--- src/rtl/diag_status_pkg.sv ---
package diag_status_pkg;

    localparam int NCH         = 8;
    localparam int WORD_W      = 16;
    localparam int MIN_BITS    = 16;
    // Frame length granularity beyond MIN_BITS; must be a power of two.
    localparam int STEP_BITS   = 8;
    localparam int STEP_W      = $clog2(STEP_BITS);
    localparam int MIN_W       = $clog2(MIN_BITS + 1);
    localparam int SYNC_STAGES = 2;

    typedef enum logic [1:0] {
        MODE_RSVD   = 2'b00,
        MODE_LIMP   = 2'b01,
        MODE_ACTIVE = 2'b10,
        MODE_IDLE   = 2'b11
    } op_mode_e;

    typedef struct packed {
        logic             zero_hi;
        logic             uv;
        logic             zero_mid;
        op_mode_e         mode;
        logic             len_err;
        logic             olon;
        logic             oloff;
        logic [NCH-1:0]   fault;
    } diag_word_t;

    // Reply of the first frame after reset: length-error bit only.
    localparam logic [WORD_W-1:0] FIRST_REPLY = 16'h0400;

    function automatic logic [WORD_W-1:0] pack_word(
        input logic           uv,
        input op_mode_e       mode,
        input logic           len_err,
        input logic           olon,
        input logic           oloff,
        input logic [NCH-1:0] fault
    );
        diag_word_t w;
        w.zero_hi  = 1'b0;
        w.uv       = uv;
        w.zero_mid = 1'b0;
        w.mode     = mode;
        w.len_err  = len_err;
        w.olon     = olon;
        w.oloff    = oloff;
        w.fault    = fault;
        return w;
    endfunction

    function automatic logic oloff_summary(
        input logic [NCH-1:0] cmp,
        input logic [NCH-1:0] on,
        input logic [NCH-1:0] en
    );
        return |(cmp & ~on & en);
    endfunction

    function automatic logic length_legal(
        input logic [MIN_W-1:0]  seen,
        input logic [STEP_W-1:0] phase
    );
        return (seen == MIN_W'(MIN_BITS)) && (phase == '0);
    endfunction

endpackage

--- src/rtl/diag_sync.sv ---
module diag_sync #(
    parameter int           W       = 1,
    parameter int           STAGES  = 2,
    parameter logic [W-1:0] RST_VAL = '0
) (
    input  logic         clk,
    input  logic         rst,
    input  logic [W-1:0] d,
    output logic [W-1:0] q
);

    generate
        for (genvar b = 0; b < W; b++) begin : g_bit
            logic [STAGES-1:0] chain;
            always_ff @(posedge clk) begin
                if (rst) begin
                    chain <= {STAGES{RST_VAL[b]}};
                end else begin
                    chain <= {chain[STAGES-2:0], d[b]};
                end
            end
            assign q[b] = chain[STAGES-1];
        end
    endgenerate

endmodule

--- src/rtl/diag_spi_frame.sv ---
module diag_spi_frame
    import diag_status_pkg::*;
(
    input  logic              clk,
    input  logic              rst,
    input  logic              cs_s,
    input  logic              sck_s,
    input  logic              mosi_s,
    input  logic [WORD_W-1:0] reply,
    output logic              miso,
    output logic              miso_oe,
    output logic              load_pulse,
    output logic              end_pulse,
    output logic              len_ok
);

    logic              cs_d;
    logic              sck_d;
    logic              shift_en;
    logic [WORD_W-1:0] shreg;
    logic [MIN_W-1:0]  seen;
    logic [STEP_W-1:0] phase;

    assign load_pulse = cs_d & ~cs_s;
    assign end_pulse  = ~cs_d & cs_s;
    assign shift_en   = ~cs_s & sck_d & ~sck_s;

    always_ff @(posedge clk) begin
        if (rst) begin
            cs_d  <= 1'b1;
            sck_d <= 1'b0;
            shreg <= '0;
            seen  <= '0;
            phase <= '0;
        end else begin
            cs_d  <= cs_s;
            sck_d <= sck_s;
            if (load_pulse) begin
                shreg <= reply;
                seen  <= '0;
                phase <= '0;
            end else if (shift_en) begin
                shreg <= {shreg[WORD_W-2:0], mosi_s};
                if (seen != MIN_W'(MIN_BITS)) begin
                    seen <= seen + 1'b1;
                end else begin
                    phase <= phase + 1'b1;
                end
            end
        end
    end

    assign len_ok  = length_legal(seen, phase);
    assign miso    = shreg[WORD_W-1];
    assign miso_oe = ~cs_s;

endmodule

--- src/rtl/diag_flags.sv ---
module diag_flags
    import diag_status_pkg::*;
(
    input  logic              clk,
    input  logic              rst,
    input  logic              load_pulse,
    input  logic              end_pulse,
    input  logic              len_ok,
    input  logic              uv_evt,
    input  logic [NCH-1:0]    chan_fault,
    input  logic [1:0]        mode_in,
    input  logic              olon_in,
    input  logic [NCH-1:0]    ol_cmp,
    input  logic [NCH-1:0]    chan_on,
    input  logic [NCH-1:0]    ol_src_en,
    output logic [WORD_W-1:0] reply
);

    logic           uv_q;
    logic [NCH-1:0] fault_q;
    logic           len_err_q;
    logic           first_q;
    logic           snap_uv;
    logic [NCH-1:0] snap_fault;
    logic           diag_sel_q;
    logic           clr;

    // Clear only what a legal frame actually carried out as diagnostics.
    assign clr = end_pulse & len_ok & diag_sel_q;

    always_ff @(posedge clk) begin
        if (rst) begin
            uv_q       <= 1'b1;
            fault_q    <= '0;
            len_err_q  <= 1'b1;
            first_q    <= 1'b1;
            snap_uv    <= 1'b0;
            snap_fault <= '0;
            diag_sel_q <= 1'b0;
        end else begin
            uv_q    <= uv_evt | (uv_q & ~(clr & snap_uv));
            fault_q <= chan_fault | (fault_q & ~({NCH{clr}} & snap_fault));
            if (load_pulse) begin
                snap_uv    <= uv_q;
                snap_fault <= fault_q;
                diag_sel_q <= ~first_q;
            end
            if (end_pulse) begin
                len_err_q <= ~len_ok;
                first_q   <= 1'b0;
            end
        end
    end

    always_comb begin
        if (first_q) begin
            reply = FIRST_REPLY;
        end else begin
            reply = pack_word(uv_q, op_mode_e'(mode_in), len_err_q, olon_in,
                              oloff_summary(ol_cmp, chan_on, ol_src_en), fault_q);
        end
    end

endmodule

--- src/rtl/diag_status_spi.sv ---
module diag_status_spi
    import diag_status_pkg::*;
(
    input  logic           clk,
    input  logic           rst,
    input  logic           cs_n,
    input  logic           sck,
    input  logic           mosi,
    input  logic           uv_evt,
    input  logic [1:0]     mode_in,
    input  logic [NCH-1:0] chan_fault,
    input  logic [NCH-1:0] ol_cmp,
    input  logic [NCH-1:0] chan_on,
    input  logic [NCH-1:0] ol_src_en,
    input  logic           olon_in,
    output logic           miso,
    output logic           miso_oe
);

    logic [2:0]        pins_s;
    logic [WORD_W-1:0] reply_w;
    logic              load_pulse;
    logic              end_pulse;
    logic              len_ok;

    // Order {cs, sck, mosi}; chip select idles high.
    diag_sync #(
        .W       (3),
        .STAGES  (SYNC_STAGES),
        .RST_VAL (3'b100)
    ) i_sync (
        .clk (clk),
        .rst (rst),
        .d   ({cs_n, sck, mosi}),
        .q   (pins_s)
    );

    diag_spi_frame i_frame (
        .clk        (clk),
        .rst        (rst),
        .cs_s       (pins_s[2]),
        .sck_s      (pins_s[1]),
        .mosi_s     (pins_s[0]),
        .reply      (reply_w),
        .miso       (miso),
        .miso_oe    (miso_oe),
        .load_pulse (load_pulse),
        .end_pulse  (end_pulse),
        .len_ok     (len_ok)
    );

    diag_flags i_flags (
        .clk        (clk),
        .rst        (rst),
        .load_pulse (load_pulse),
        .end_pulse  (end_pulse),
        .len_ok     (len_ok),
        .uv_evt     (uv_evt),
        .chan_fault (chan_fault),
        .mode_in    (mode_in),
        .olon_in    (olon_in),
        .ol_cmp     (ol_cmp),
        .chan_on    (chan_on),
        .ol_src_en  (ol_src_en),
        .reply      (reply_w)
    );

endmodule

--- config.mk ---
export PLATFORM = sky130hd
export DESIGN_NAME = diag_status_spi
export DESIGN_NICKNAME = d
export VERILOG_FILES = /design/src/rtl/diag_status_pkg.sv /design/src/rtl/diag_sync.sv /design/src/rtl/diag_spi_frame.sv /design/src/rtl/diag_flags.sv /design/src/rtl/diag_status_spi.sv
export SDC_FILE = /design/constraint.sdc
export NUM_CORES = 1
export LEC_CHECK = 0
export BUFFER_PORTS_ARGS = -buffer_cell sky130_fd_sc_hd__buf_2
export CAP_MARGIN = 15
export CELL_PAD_IN_SITES_DETAIL_PLACEMENT = 0
export CELL_PAD_IN_SITES_GLOBAL_PLACEMENT = 1
export CORE_UTILIZATION = 45
export CTS_BUF_LIST = sky130_fd_sc_hd__clkbuf_4
export DETAILED_ROUTE_END_ITERATION = 16
export GPL_TIMING_DRIVEN = 0
export MAX_ROUTING_LAYER = met4
export PLACE_DENSITY_LB_ADDON = 0.1
export SETUP_SLACK_MARGIN = 0.4
export SYNTH_ARGS = -nofsm -noshare
export SYNTH_HDL_FRONTEND = slang
export SYNTH_HIERARCHICAL = 1
export SYNTH_SLANG_ARGS = --single-unit
--- constraint.sdc ---
create_clock -name clk -period 3.2 [get_ports clk]
set_input_delay 0 -clock clk [delete_from_list [all_inputs] [get_ports clk]]
set_output_delay 0 -clock clk [all_outputs]
set_load 0.01 [all_outputs]
==> metrics.txt, run 1 <==
# TYPE chip_impl_metric gauge
chip_impl_metric{name="routed_wire_length_per_instance",unit="µm"} 13.0
chip_impl_info{name="worst_setup_path_start_kind",value="flip-flop"} 1
chip_impl_info{name="clock_tree.root_cell",value="clkbuf_4"} 1
chip_impl_metric{name="post_synth_edffs",unit=""} 0
chip_impl_info{name="worst-setup-path-type",value="flip-flop to flip-flop"} 1
chip_impl_metric{name="synth.cell_area",unit="mm²"} 0.00230
chip_impl_metric{name="clk-insertion-delay-late",unit="ns"} 0.37
chip_impl_metric{name="fp.dieArea",unit="mm²"} 0.00539
chip_impl_metric{name="count_of_unresolved_drc_violations_after_routing",unit=""} 0
chip_impl_metric{name="combPwrFrac",unit="%"} 9.7
chip_impl_metric{name="min_period_over_period",unit="%"} 74.7
chip_impl_metric{name="fp-row-count",unit=""} 25
chip_impl_metric{name="final-setup-viol-count",unit=""} 0
chip_impl_info{name="cp-end-kind",value="flip-flop"} 1
chip_impl_metric{name="clkSlewWorstSetupHoldPaths",unit="ns"} 0.15
chip_impl_info{name="status",value="finished clean"} 1
chip_impl_metric{name="grt.total_usage",unit="%"} 20.6
chip_impl_metric{name="start_util",unit="%"} 47.7
chip_impl_metric{name="synth-async-reset-ratio",unit="%"} 0
chip_impl_metric{name="design.portCount",unit=""} 43
chip_impl_metric{name="yosys_warnings",unit=""} 6
chip_impl_metric{name="firstDrtPassIters",unit=""} 4
chip_impl_metric{name="cp_max_fo",unit=""} 10
chip_impl_metric{name="multiInputGateArea",unit="mm²"} 0.00108
chip_impl_metric{name="ys_seq_elements",unit=""} 53
chip_impl_metric{name="report.final.hold_viol_count",unit=""} 0
chip_impl_metric{name="post-cts-setup-buffers",unit=""} 0
chip_impl_metric{name="avgSynthCellArea",unit="µm²"} 9.22
chip_impl_metric{name="dp_cells",unit=""} 359
chip_impl_metric{name="netSwitchingPower",unit="W"} 0.000267
chip_impl_metric{name="cell_internal_pwr",unit="W"} 0.000914
chip_impl_metric{name="achievable-frequency",unit="GHz"} 0.418
chip_impl_metric{name="total_power",unit="W"} 0.00118
chip_impl_metric{name="globalRoute.totalOverflow",unit=""} 0
chip_impl_info{name="cp-endpoint",value="i_flags/uv_q"} 1
chip_impl_metric{name="core",unit="mm²"} 0.00482
chip_impl_info{name="main_area_contributors_after_synthesis",value="dfxtp_1 (46%), mux2i_1 (5.2%), o2bb2ai_1 (5.0%)"} 1
chip_impl_info{name="r2r_start",value="i_frame/seen[0]"} 1
chip_impl_metric{name="grt_first_pass_wirelength",unit="µm"} 8210
chip_impl_metric{name="grt_pass1_vias",unit=""} 1831
chip_impl_metric{name="tns",unit="ns"} 0
chip_impl_info{name="cts_tree",value="done"} 1
chip_impl_metric{name="ir_drop",unit="V"} 0.000218
chip_impl_metric{name="final_antenna_net_count",unit=""} 0
chip_impl_metric{name="number_of_antenna_violations_at_the_first_check_in_global_routing",unit=""} 0
chip_impl_metric{name="placement.cell_area",unit="mm²"} 0.00259
chip_impl_metric{name="slew-limit-headroom",unit="%"} 55.3
chip_impl_metric{name="power.share.sequential",unit="%"} 58.6
chip_impl_metric{name="vias",unit=""} 1987
chip_impl_metric{name="post-dp-hpwl",unit="µm"} 3300
chip_impl_metric{name="seq_area_frac_synth",unit="%"} 46.2
chip_impl_metric{name="layout.core_utilization",unit="%"} 59.0
chip_impl_metric{name="cap_viol_max_count",unit=""} 0
chip_impl_metric{name="worst_ep_required_time",unit="ns"} 3.47
chip_impl_metric{name="power.share.clock",unit="%"} 31.8
chip_impl_metric{name="cts_buf_count",unit=""} 5
chip_impl_metric{name="layout.cell_area.non_filler",unit="mm²"} 0.00284
chip_impl_metric{name="worst_slew_pin_slew",unit="ns"} 0.668
chip_impl_metric{name="antenna_cells",unit=""} 0
chip_impl_metric{name="power_switching_share",unit="%"} 22.6
chip_impl_metric{name="gp_congestion",unit=""} 0.738
chip_impl_metric{name="distinct_cells_synth",unit=""} 37
chip_impl_metric{name="die_height",unit="µm"} 73.4
chip_impl_metric{name="ctsHtreeMaxLevel",unit=""} 2
chip_impl_info{name="cell_type_with_the_highest_aggregate_area_in_the_netlist",value="dfxtp_1"} 1
chip_impl_info{name="rsz0062_at_grt",value="no"} 1
chip_impl_metric{name="timing.final.crit_period",unit="ns"} 2.39
chip_impl_metric{name="syn_to_final_growth",unit="%"} 23.8
chip_impl_metric{name="detail_route.vias_per_cell",unit=""} 5.17
chip_impl_metric{name="cts-resized-gates",unit=""} 0
chip_impl_metric{name="power.static_leakage",unit="nW"} 1.10
chip_impl_metric{name="ff2ff_path_depth",unit=""} 8
chip_impl_metric{name="final_layout_size_suffix_gt1_share",unit="%"} 20.5
chip_impl_metric{name="chipWidth",unit="µm"} 73.4
chip_impl_metric{name="whs_path_depth",unit=""} 4
chip_impl_metric{name="final.setup_skew",unit="ns"} 0.0140
chip_impl_metric{name="ctsLongestPathBuffers",unit=""} 2
chip_impl_info{name="worst_r2r_endpoint",value="i_flags/uv_q"} 1
chip_impl_metric{name="syn_inst",unit=""} 249
chip_impl_info{name="synth-main-ff-cell",value="dfxtp_1"} 1
chip_impl_metric{name="clock-sinks",unit=""} 53
chip_impl_info{name="crit_path_start",value="i_frame/seen[0]"} 1
chip_impl_info{name="kind_of_path_behind_the_tightest_hold_check",value="primary input to flip-flop"} 1
chip_impl_metric{name="drt_iter0_drc",unit=""} 88
chip_impl_metric{name="maximum_number_of_pins_on_one_net_before_global_route_repair",unit=""} 16
chip_impl_metric{name="slew_viol_final",unit=""} 0
chip_impl_metric{name="filler_cell_count",unit=""} 462
chip_impl_metric{name="io_buffers",unit=""} 42
chip_impl_metric{name="arrival_time_reported_for_the_critical_path_endpoint",unit="ns"} 2.66
chip_impl_metric{name="worst_r2r_setup_slack",unit="ns"} 0.81
chip_impl_metric{name="fin_cells",unit=""} 384
chip_impl_metric{name="final_nets",unit=""} 361
chip_impl_metric{name="synth_top_area_share",unit="%"} 46.2
chip_impl_metric{name="power.density_cell_area",unit="mW/mm²"} 415
chip_impl_metric{name="routed_wl",unit="µm"} 4980
chip_impl_metric{name="register_area",unit="mm²"} 0.00106
[power groups by stage]
| stage | clock (W) | combinational [W] | sequential (W) |
|---|---|---|---|
| 6_report | 0.000375 | 0.000114 | 0.000691 |
| 5_1_grt | 0.000413 | 0.000127 | 0.000694 |
| 4_1_cts | 0.000388 | 0.000115 | 0.000691 |
| 3_5_place_dp | 0 | 0.0000996 | 0.000706 |
| 3_3_place_gp | 0 | 0.0000988 | 0.000705 |
| 2_1_floorplan | 0 | 0.0000603 | 0.000702 |
[state kept, by name (all words and copies together) (netlist names), 3 cells and up]
signal / cells
i_frame/phase: 3
i_frame/shreg: 16
i_frame/seen: 5
i_flags/fault_q: 8
i_sync/g_bit.chain: 6
i_flags/snap_fault: 8
[area by class of cell]
cell class / instances / area share, %
well taps: 67 / 2.95
flip-flops and latches: 53 / 37.3
multi-input cells: 166 / 37.9
clock buffers: 6 / 1.58
inverters: 11 / 1.45
clock inverters: 2 / 1.19
plain buffers: 20 / 4.23
repair buffers: 59 / 13.4
[how the worst min path moves through the flow]
stage	end	start
6_report	i_frame/shreg[11]	mode_in[0]
5_1_grt	i_frame/shreg[9]	olon_in
4_1_cts	i_frame/shreg[11]	mode_in[0]
3_5_place_dp	i_sync/g_bit[2].chain[0]	cs_n
3_3_place_gp	i_sync/g_bit[2].chain[0]	cs_n
2_1_floorplan	i_sync/g_bit[0].chain[0]	rst
[synthesized netlist by cell type (4+ instances only)]
cell,n
dfxtp_1,53
ha_1,4
nand4_1,11
nor2_1,21
a21oi_1,14
inv_1,11
o21ai_0,10
a22oi_1,13
mux2i_1,12
nand3_1,8
nand2_1,11
nor2b_1,17
clkbuf_1,7
a211oi_1,6
buf_4,7
o2bb2ai_1,13
[per-stage QoR]
step	worst slack, ns	hold WS, ns
after detailed placement	1.10	0.185
after global routing	0.652	0.0855
after CTS	0.825	0.0421
after global placement	1.09	0.177
final	0.810	0.0539
after floorplan	1.55	0.0716
[cell usage in the layout, fill, tap and decap left out, types with 2 or more instances in the layout]
master,n
a211oi_1,6
a21oi_1,14
a22oi_1,13
buf_2,43
buf_4,7
buf_6,2
clkbuf_1,7
clkbuf_2,2
clkbuf_4,6
conb_1,2
dfxtp_1,53
dlygate4sd3_1,17
ha_1,4
inv_1,11
mux2i_1,12
nand2_1,11
nand2b_1,3
nand3_1,8
nand4_1,11
nor2_1,21
nor2b_1,17
nor3b_1,2
o21ai_0,10
o22ai_1,3
o2bb2ai_1,13
or2_1,2
or3_1,3
[cells by family (layout without fill, tap and decap cells)]
kind of cell	count (synthesis)	count (layout)	share of synthesized area (%)
AO/OA/AOI/OAI	63	63	18.9
adder cells (fa/ha/maj)	4	4	2.18
AND/OR/NAND/NOR	85	85	20.3
buffers and inverters	31	98	7.03
multiplexers	12	12	5.23
other	1	2	0.163
flip-flops	53	53	46.2
[metal layers]
metal / vias to the layer above / wire length [µm] / track usage [%] / share of wire, %
met4: 0 / 63 / 6.41 / 1.3
met3: 6 / 212 / 4.12 / 4.3
met5: - / 0 / - / 0
met1: 912 / 2470 / 27.0 / 50
li1: 1018 / - / - / -
met2: 51 / 2230 / 32.2 / 45
[timing repair]
item,in CTS,in global routing
hold buffers,17,0
setup endpoints to repair,0,0
hold endpoints to repair,15,0
[worst max-delay path: stages, from the launching register on]
cell and delay, ns:
dfxtp_1 0.37, inv_1 0.08, ha_1 0.16, nand4bb_1 0.23, nor3b_1 0.28, buf_4 0.22
nand4_1 0.11, a211o_1 0.29, dlygate4sd3_1 0.55
Power figures use the tool's default switching activity.
==> inputs of run 2 (changes only) <==
--- a/config.mk
+++ b/config.mk
@@ -9,7 +9,7 @@
 export CAP_MARGIN = 15
 export CELL_PAD_IN_SITES_DETAIL_PLACEMENT = 0
 export CELL_PAD_IN_SITES_GLOBAL_PLACEMENT = 1
-export CORE_UTILIZATION = 45
+export CORE_UTILIZATION = 39
 export CTS_BUF_LIST = sky130_fd_sc_hd__clkbuf_4
 export DETAILED_ROUTE_END_ITERATION = 16
 export GPL_TIMING_DRIVEN = 0
==> constraint.sdc (replaced) <==
create_clock -name clk -period 2.1 [get_ports clk]
set_input_delay 0 -clock clk [delete_from_list [all_inputs] [get_ports clk]]
set_output_delay 0 -clock clk [all_outputs]
set_load 0.01 [all_outputs]
==> metrics.txt, run 2 (synthesis gave the netlist of run 1 again) <==
# TYPE chip_impl_metric gauge
chip_impl_info{name="reg.largest.list",value="i_frame/shreg x16, i_flags/fault_q x8, i_flags/snap_fault x8"} 1
chip_impl_metric{name="drt_iter0_drc",unit=""} 113
chip_impl_metric{name="clkSlewWorstSetupHoldPaths",unit="ns"} 0.15
chip_impl_metric{name="worst_ep_required_time",unit="ns"} 2.40
chip_impl_metric{name="fp-row-count",unit=""} 27
chip_impl_metric{name="cap_viol_max_count",unit=""} 0
chip_impl_metric{name="final_layout_size_suffix_gt1_share",unit="%"} 27.6
chip_impl_info{name="worst_setup_path_start_kind",value="flip-flop"} 1
chip_impl_metric{name="detail_route.vias_per_cell",unit=""} 5.07
chip_impl_info{name="cp-end-kind",value="flip-flop"} 1
chip_impl_metric{name="achievable-frequency",unit="GHz"} 0.602
chip_impl_metric{name="gp_congestion",unit=""} 0.726
chip_impl_metric{name="worst_slew_pin_slew",unit="ns"} 0.694
chip_impl_info{name="final_common_cell",value="dfxtp_1"} 1
chip_impl_metric{name="timing.final.crit_period",unit="ns"} 1.66
chip_impl_metric{name="final.setup_skew",unit="ns"} 0.00622
chip_impl_info{name="rsz0062_at_grt",value="no"} 1
chip_impl_metric{name="io_buffers",unit=""} 42
chip_impl_metric{name="ctsLongestPathBuffers",unit=""} 2
chip_impl_info{name="worst-setup-path-type",value="flip-flop to flip-flop"} 1
chip_impl_info{name="most_frequent_cells_in_the_layout",value="dfxtp_1 (50), buf_2 (44), nor2_1 (20), nor2b_1 (17), dlygate4sd3_1 (15)"} 1
chip_impl_info{name="cts_tree",value="done"} 1
chip_impl_metric{name="antenna_cells",unit=""} 0
chip_impl_metric{name="power.static_leakage",unit="nW"} 1.15
chip_impl_info{name="regMostFlops",value="i_frame/shreg"} 1
chip_impl_info{name="clock_tree.root_cell",value="clkbuf_4"} 1
chip_impl_metric{name="firstDrtPassIters",unit=""} 4
chip_impl_metric{name="clk-insertion-delay-late",unit="ns"} 0.37
chip_impl_metric{name="routed_wire_length_per_instance",unit="µm"} 13.4
chip_impl_metric{name="combPwrFrac",unit="%"} 10.5
chip_impl_metric{name="fp.dieArea",unit="mm²"} 0.00620
chip_impl_metric{name="whs",unit="ns"} 0.0534
chip_impl_metric{name="slew_viol_final",unit=""} 0
chip_impl_metric{name="core",unit="mm²"} 0.00557
chip_impl_metric{name="syn_to_final_growth",unit="%"} 28.2
chip_impl_metric{name="design.portCount",unit=""} 43
chip_impl_metric{name="post-dp-hpwl",unit="µm"} 3440
chip_impl_metric{name="power.share.sequential",unit="%"} 62.6
chip_impl_metric{name="count_of_unresolved_drc_violations_after_routing",unit=""} 0
chip_impl_metric{name="min_period_over_period",unit="%"} 79.1
chip_impl_metric{name="chipWidth",unit="µm"} 78.7
chip_impl_metric{name="ir_drop",unit="V"} 0.000396
chip_impl_metric{name="clock-sinks",unit=""} 53
chip_impl_metric{name="maximum_number_of_pins_on_one_net_before_global_route_repair",unit=""} 17
chip_impl_metric{name="globalRoute.totalOverflow",unit=""} 0
chip_impl_metric{name="final_antenna_net_count",unit=""} 0
chip_impl_metric{name="largest_register_ff_count",unit=""} 16
chip_impl_metric{name="report.final.hold_viol_count",unit=""} 0
chip_impl_metric{name="slew-limit-headroom",unit="%"} 53.5
chip_impl_metric{name="number_of_antenna_violations_at_the_first_check_in_global_routing",unit=""} 0
chip_impl_metric{name="arrival_time_reported_for_the_critical_path_endpoint",unit="ns"} 1.96
chip_impl_metric{name="die_height",unit="µm"} 78.7
chip_impl_info{name="kind_of_path_behind_the_tightest_hold_check",value="primary input to flip-flop"} 1
chip_impl_metric{name="filler_cell_count",unit=""} 543
chip_impl_metric{name="vias",unit=""} 1996
chip_impl_metric{name="power.share.clock",unit="%"} 26.8
chip_impl_metric{name="grt_pass1_vias",unit=""} 1801
chip_impl_metric{name="final-setup-viol-count",unit=""} 0
chip_impl_metric{name="cell_internal_pwr",unit="W"} 0.00126
chip_impl_metric{name="routed_wl",unit="µm"} 5290
chip_impl_metric{name="grt_first_pass_wirelength",unit="µm"} 8580
chip_impl_metric{name="start_util",unit="%"} 41.2
chip_impl_metric{name="cts_buf_count",unit=""} 5
chip_impl_metric{name="tns",unit="ns"} 0
chip_impl_metric{name="final_nets",unit=""} 366
chip_impl_info{name="status",value="finished clean"} 1
chip_impl_metric{name="power.density_cell_area",unit="mW/mm²"} 572
chip_impl_metric{name="cp_max_fo",unit=""} 6
chip_impl_metric{name="netSwitchingPower",unit="W"} 0.000421
chip_impl_metric{name="power_switching_share",unit="%"} 25.0
chip_impl_metric{name="ctsHtreeMaxLevel",unit=""} 2
chip_impl_metric{name="grt.total_usage",unit="%"} 17.9
==> run 2: changes by cell type in the layout (fill, tap and decap cells not counted), sizes merged <==
cell / delta
buf: +8
clkbuf: -2
clkinv: +2
dlygate4sd3: -2
bufinv: -1
==> run 2: routing by layer <==
| layer | global-route usage [%] | wire (µm) | part of all wire, % |
|---|---|---|---|
| met1 | 23.5 | 2620 | 49 |
| met2 | 29.0 | 2420 | 46 |
| met3 | 2.76 | 211 | 4.0 |
| met4 | 4.44 | 46 | 0.87 |
| met5 | - | 0 | 0 |
==> run 2: path summary, 6_finish.rpt <==
path	startpoint	to	slack, ns	cells past startpoint
worst max-delay path	i_sync/g_bit[2].chain[1]	i_frame/seen[2]	0.44	5
worst min register to register	i_sync/g_bit[2].chain[0]	i_sync/g_bit[2].chain[1]	0.43	1
worst min-delay path	mode_in[0]	i_frame/shreg[11]	0.05	4
worst max register to register	i_sync/g_bit[2].chain[1]	i_frame/seen[2]	0.44	5
==> run 2: final cells by class <==
cell class | count | area, µm² | share of cell area (%)
Timing Repair Buffer | 64 | 410 | 13.9
Inverter | 11 | 41.3 | 1.40
Clock buffer | 5 | 37.5 | 1.28
Sequential cell | 53 | 1060 | 36.2
Clock inverter | 3 | 17.5 | 0.595
Buffer | 20 | 149 | 5.06
Multi-Input combinational cell | 166 | 1130 | 38.5
Tap cell | 72 | 90.1 | 3.06
==> run 2: per-stage QoR <==
step | power (W) | cells | setup slack [ns] | util (%) | instance area (µm²)
after floorplan | 0.00116 | 250 | 0.449 | - | 2300
after global placement | 0.00123 | 364 | -0.0634 | 46.6 | 2600
after detailed placement | 0.00123 | 364 | -0.0644 | 46.6 | 2600
after CTS | 0.00170 | 389 | 0.378 | 51.4 | 2870
after global routing | 0.00177 | 394 | 0.398 | 52.8 | 2940
final | 0.00168 | 394 | 0.438 | 52.8 | 2940
==> run 2: timing repair <==
action	CTS	global route
resized for setup	12	16
hold endpoints to repair	14	0
pin swaps	0	3
endpoints found under the setup margin	38	29
hold buffers	15	0
setup buffers	2	4
gates cloned	0	1
==> run 2: power by group through the flow <==
stage               Combinational (W)  Sequential, W  Clock (W)
finish                       0.000177        0.00105   0.000451
CTS                          0.000176        0.00105   0.000472
global route                 0.000198        0.00106   0.000511
detailed placement           0.000153        0.00108          0
global placement             0.000151        0.00108          0
floorplan                   0.0000919        0.00107          0
==> run 2: worst max-delay path, stage by stage, from the launching register on <==
cell	delay, ns
dfxtp_2	0.34
buf_4	0.15
or3b_1	0.38
clkbuf_8	0.14
or4_1	0.41
a211oi_2	0.18
==> inputs of run 3 (changes only) <==
--- a/config.mk
+++ b/config.mk
@@ -5,11 +5,12 @@
 export SDC_FILE = /design/constraint.sdc
 export NUM_CORES = 1
 export LEC_CHECK = 0
+export ABC_AREA = 1
 export BUFFER_PORTS_ARGS = -buffer_cell sky130_fd_sc_hd__buf_2
 export CAP_MARGIN = 15
 export CELL_PAD_IN_SITES_DETAIL_PLACEMENT = 0
 export CELL_PAD_IN_SITES_GLOBAL_PLACEMENT = 1
-export CORE_UTILIZATION = 39
+export CORE_UTILIZATION = 42
 export CTS_BUF_LIST = sky130_fd_sc_hd__clkbuf_4
 export DETAILED_ROUTE_END_ITERATION = 16
 export GPL_TIMING_DRIVEN = 0
==> constraint.sdc (replaced) <==
create_clock -name clk -period 1.6 [get_ports clk]
set_input_delay 0 -clock clk [delete_from_list [all_inputs] [get_ports clk]]
set_output_delay 0 -clock clk [all_outputs]
set_load 0.01 [all_outputs]
==> metrics.txt, run 3 <==
# TYPE chip_impl_metric gauge
chip_impl_info{name="status",value="finished clean"} 1
chip_impl_metric{name="slew_viol_final",unit=""} 0
chip_impl_metric{name="ys_seq_elements",unit=""} 53
chip_impl_metric{name="clkSlewWorstSetupHoldPaths",unit="ns"} 0.15
chip_impl_metric{name="distinct_cells_synth",unit=""} 26
chip_impl_metric{name="ff2ff_path_depth",unit=""} 9
chip_impl_metric{name="post_synth_edffs",unit=""} 0
chip_impl_metric{name="chipWidth",unit="µm"} 81.4
chip_impl_metric{name="synth_top_area_share",unit="%"} 40.1
chip_impl_metric{name="ctsLongestPathBuffers",unit=""} 2
chip_impl_metric{name="cp_max_fo",unit=""} 5
chip_impl_metric{name="die_height",unit="µm"} 81.4
chip_impl_info{name="regMostFlops",value="i_frame/shreg"} 1
chip_impl_metric{name="clock-sinks",unit=""} 53
chip_impl_metric{name="gp_congestion",unit=""} 0.781
chip_impl_metric{name="min_period_over_period",unit="%"} 86.9
chip_impl_metric{name="report.final.hold_viol_count",unit=""} 0
chip_impl_info{name="synth_commonest_cells",value="nand2_1 (92), inv_1 (57), dfxtp_1 (53)"} 1
chip_impl_info{name="min-delay-start",value="olon_in"} 1
chip_impl_metric{name="syn_inst",unit=""} 367
chip_impl_metric{name="number_of_antenna_violations_at_the_first_check_in_global_routing",unit=""} 0
chip_impl_metric{name="clk-insertion-delay-late",unit="ns"} 0.38
chip_impl_metric{name="antenna_cells",unit=""} 0
chip_impl_metric{name="core",unit="mm²"} 0.00599
chip_impl_metric{name="design.portCount",unit=""} 43
chip_impl_metric{name="fp.dieArea",unit="mm²"} 0.00662
chip_impl_metric{name="worst_r2r_setup_slack",unit="ns"} 0.21
chip_impl_info{name="cp-end-kind",value="flip-flop"} 1
chip_impl_metric{name="start_util",unit="%"} 44.2
chip_impl_metric{name="avgSynthCellArea",unit="µm²"} 7.21
chip_impl_metric{name="ctsHtreeMaxLevel",unit=""} 2
chip_impl_info{name="worst_r2r_endpoint",value="i_flags/fault_q[3]"} 1
chip_impl_metric{name="final_nets",unit=""} 495
chip_impl_metric{name="drt_iter0_drc",unit=""} 82
chip_impl_metric{name="synth-async-reset-ratio",unit="%"} 0
chip_impl_info{name="r2r_start",value="i_frame/seen[0]"} 1
chip_impl_info{name="final_common_cell",value="nand2_1"} 1
chip_impl_metric{name="yosys_warnings",unit=""} 6
chip_impl_info{name="synth-main-ff-cell",value="dfxtp_1"} 1
chip_impl_metric{name="final-setup-viol-count",unit=""} 0
chip_impl_info{name="cp-endpoint",value="i_flags/fault_q[3]"} 1
chip_impl_info{name="crit_path_start",value="i_frame/seen[0]"} 1
chip_impl_metric{name="slew-limit-headroom",unit="%"} 57.9
chip_impl_info{name="rsz0062_at_grt",value="yes"} 1
chip_impl_metric{name="grt_first_pass_wirelength",unit="µm"} 9670
chip_impl_metric{name="worst_ep_required_time",unit="ns"} 1.88
chip_impl_info{name="worst_setup_path_start_kind",value="flip-flop"} 1
chip_impl_metric{name="power.density_cell_area",unit="mW/mm²"} 668
chip_impl_info{name="reg.largest.list",value="i_frame/shreg x16, i_flags/fault_q x8, i_flags/snap_fault x8"} 1
chip_impl_metric{name="whs",unit="ns"} 0.0481
chip_impl_metric{name="cap_viol_max_count",unit=""} 0
chip_impl_metric{name="tns",unit="ns"} 0
chip_impl_metric{name="cts_buf_count",unit=""} 5
chip_impl_info{name="kind_of_path_behind_the_tightest_hold_check",value="primary input to flip-flop"} 1
chip_impl_metric{name="syn_to_final_growth",unit="%"} 40.6
chip_impl_metric{name="final_layout_size_suffix_gt1_share",unit="%"} 41.7
chip_impl_metric{name="vias",unit=""} 2479
chip_impl_info{name="most_frequent_cells_in_the_layout",value="nand2_1 (60), inv_1 (52), dfxtp_1 (47), buf_2 (43), nor2_1 (30)"} 1
chip_impl_metric{name="final_antenna_net_count",unit=""} 0
chip_impl_metric{name="worst_slew_pin_slew",unit="ns"} 0.632
chip_impl_metric{name="routed_wl",unit="µm"} 6120
chip_impl_metric{name="io_buffers",unit=""} 42
chip_impl_info{name="worst-setup-path-type",value="flip-flop to flip-flop"} 1
chip_impl_metric{name="seq_area_frac_synth",unit="%"} 40.1
chip_impl_metric{name="synth.cell_area",unit="mm²"} 0.00265
chip_impl_metric{name="power.static_leakage",unit="nW"} 1.65
chip_impl_metric{name="largest_register_ff_count",unit=""} 16
chip_impl_metric{name="globalRoute.totalOverflow",unit=""} 0
chip_impl_metric{name="ir_drop",unit="V"} 0.000442
chip_impl_metric{name="achievable-frequency",unit="GHz"} 0.719
chip_impl_metric{name="detail_route.vias_per_cell",unit=""} 4.71
chip_impl_info{name="clock_tree.root_cell",value="clkbuf_4"} 1
chip_impl_metric{name="layout.core_utilization",unit="%"} 62.1
chip_impl_metric{name="maximum_number_of_pins_on_one_net_before_global_route_repair",unit=""} 17
chip_impl_metric{name="fp-row-count",unit=""} 28
chip_impl_metric{name="count_of_unresolved_drc_violations_after_routing",unit=""} 0
chip_impl_info{name="cell_type_with_the_highest_aggregate_area_in_the_netlist",value="dfxtp_1"} 1
chip_impl_metric{name="routed_wire_length_per_instance",unit="µm"} 11.6
chip_impl_info{name="main_area_contributors_after_synthesis",value="dfxtp_1 (40%), nand2_1 (13%), inv_1 (8.1%)"} 1
chip_impl_metric{name="timing.final.crit_period",unit="ns"} 1.39
chip_impl_info{name="cts_tree",value="done"} 1
chip_impl_metric{name="firstDrtPassIters",unit=""} 4
chip_impl_metric{name="filler_cell_count",unit=""} 553
chip_impl_info{name="synth_most_common_cell",value="nand2_1"} 1
chip_impl_metric{name="arrival_time_reported_for_the_critical_path_endpoint",unit="ns"} 1.67
chip_impl_metric{name="final.setup_skew",unit="ns"} 0.0115
chip_impl_metric{name="grt_pass1_vias",unit=""} 2265
chip_impl_metric{name="grt.total_usage",unit="%"} 19.8
chip_impl_metric{name="post-dp-hpwl",unit="µm"} 3830
## run 3: kinds of logic after synthesis
| logic type | count (synthesis) | synth area share [%] |
|---|---|---|
| AOI/OAI and AO/OA | 64 | 15.5 |
| adders and majority gates | 4 | 1.89 |
| buffers and inverters | 79 | 14.5 |
| DFF | 53 | 40.1 |
| other | 1 | 0.142 |
| and+or+nand+nor | 166 | 27.8 |
## run 3: routing by layer
layer	up-vias	share of wire [%]	track usage, %
li1	1306	-	-
met1	1131	46	22.5
met2	35	49	34.3
met3	7	3.2	4.27
met4	0	1.2	6.07
met5	-	0	-
## run 3: critical path, cell delays in order, from the launching register on
cell and delay [ns]:
dfxtp_4 0.38, inv_4 0.05, ha_4 0.11, nand2_2 0.05, inv_2 0.06, nand2_4 0.05
nor2_4 0.21, nand3_4 0.15, o21ai_2 0.17, a21oi_1 0.07
## run 3: how the worst min path moves through the flow
stage	endpoint	slack, ns	cells past startpoint
2_1_floorplan	i_sync/g_bit[0].chain[0]	0.07	1
3_3_place_gp	i_sync/g_bit[2].chain[0]	0.18	3
3_5_place_dp	i_sync/g_bit[2].chain[0]	0.18	3
4_1_cts	i_frame/shreg[12]	0.01	7
5_1_grt	i_frame/shreg[12]	0.05	7
6_report	i_frame/shreg[9]	0.05	7
## run 3: power breakdown
part	leakage, nW	internal, W	switching, W
registers	0.434	0.00136	0.0000267
logic	1.18	0.000176	0.000167
clock network	0.0389	0.000324	0.000435
## run 3: through the flow
stage / cells / cell area (µm²) / total power [W] / setup WS, ns
after CTS: 519 / 3350 / 0.00246 / 0.264
after detailed placement: 485 / 2990 / 0.00166 / 0.212
final: 526 / 3720 / 0.00249 / 0.210
after global placement: 485 / 2990 / 0.00166 / 0.206
after floorplan: 368 / 2680 / 0.00157 / 0.381
after global routing: 526 / 3720 / 0.00261 / 0.113
## run 3: area by class of cell
class	count	area, µm²	area share [%]
Tap cell	75	93.8	2.52
Sequential cell	53	1070	28.9
Multi-Input combinational cell	237	1460	39.3
Clock inverter	3	41.3	1.11
Clock buffer	5	37.5	1.01
Buffer	18	198	5.31
Timing Repair Buffer	74	573	15.4
Inverter	61	241	6.49
## run 3: timing repair
item                                    CTS  global route
endpoints found under the hold margin    15             0
resized for setup                        12            82
gates cloned                              1             3
buffers inserted                          8             4
hold buffers                             17             0
pin swaps                                17            32
endpoints found under the setup margin   42            44
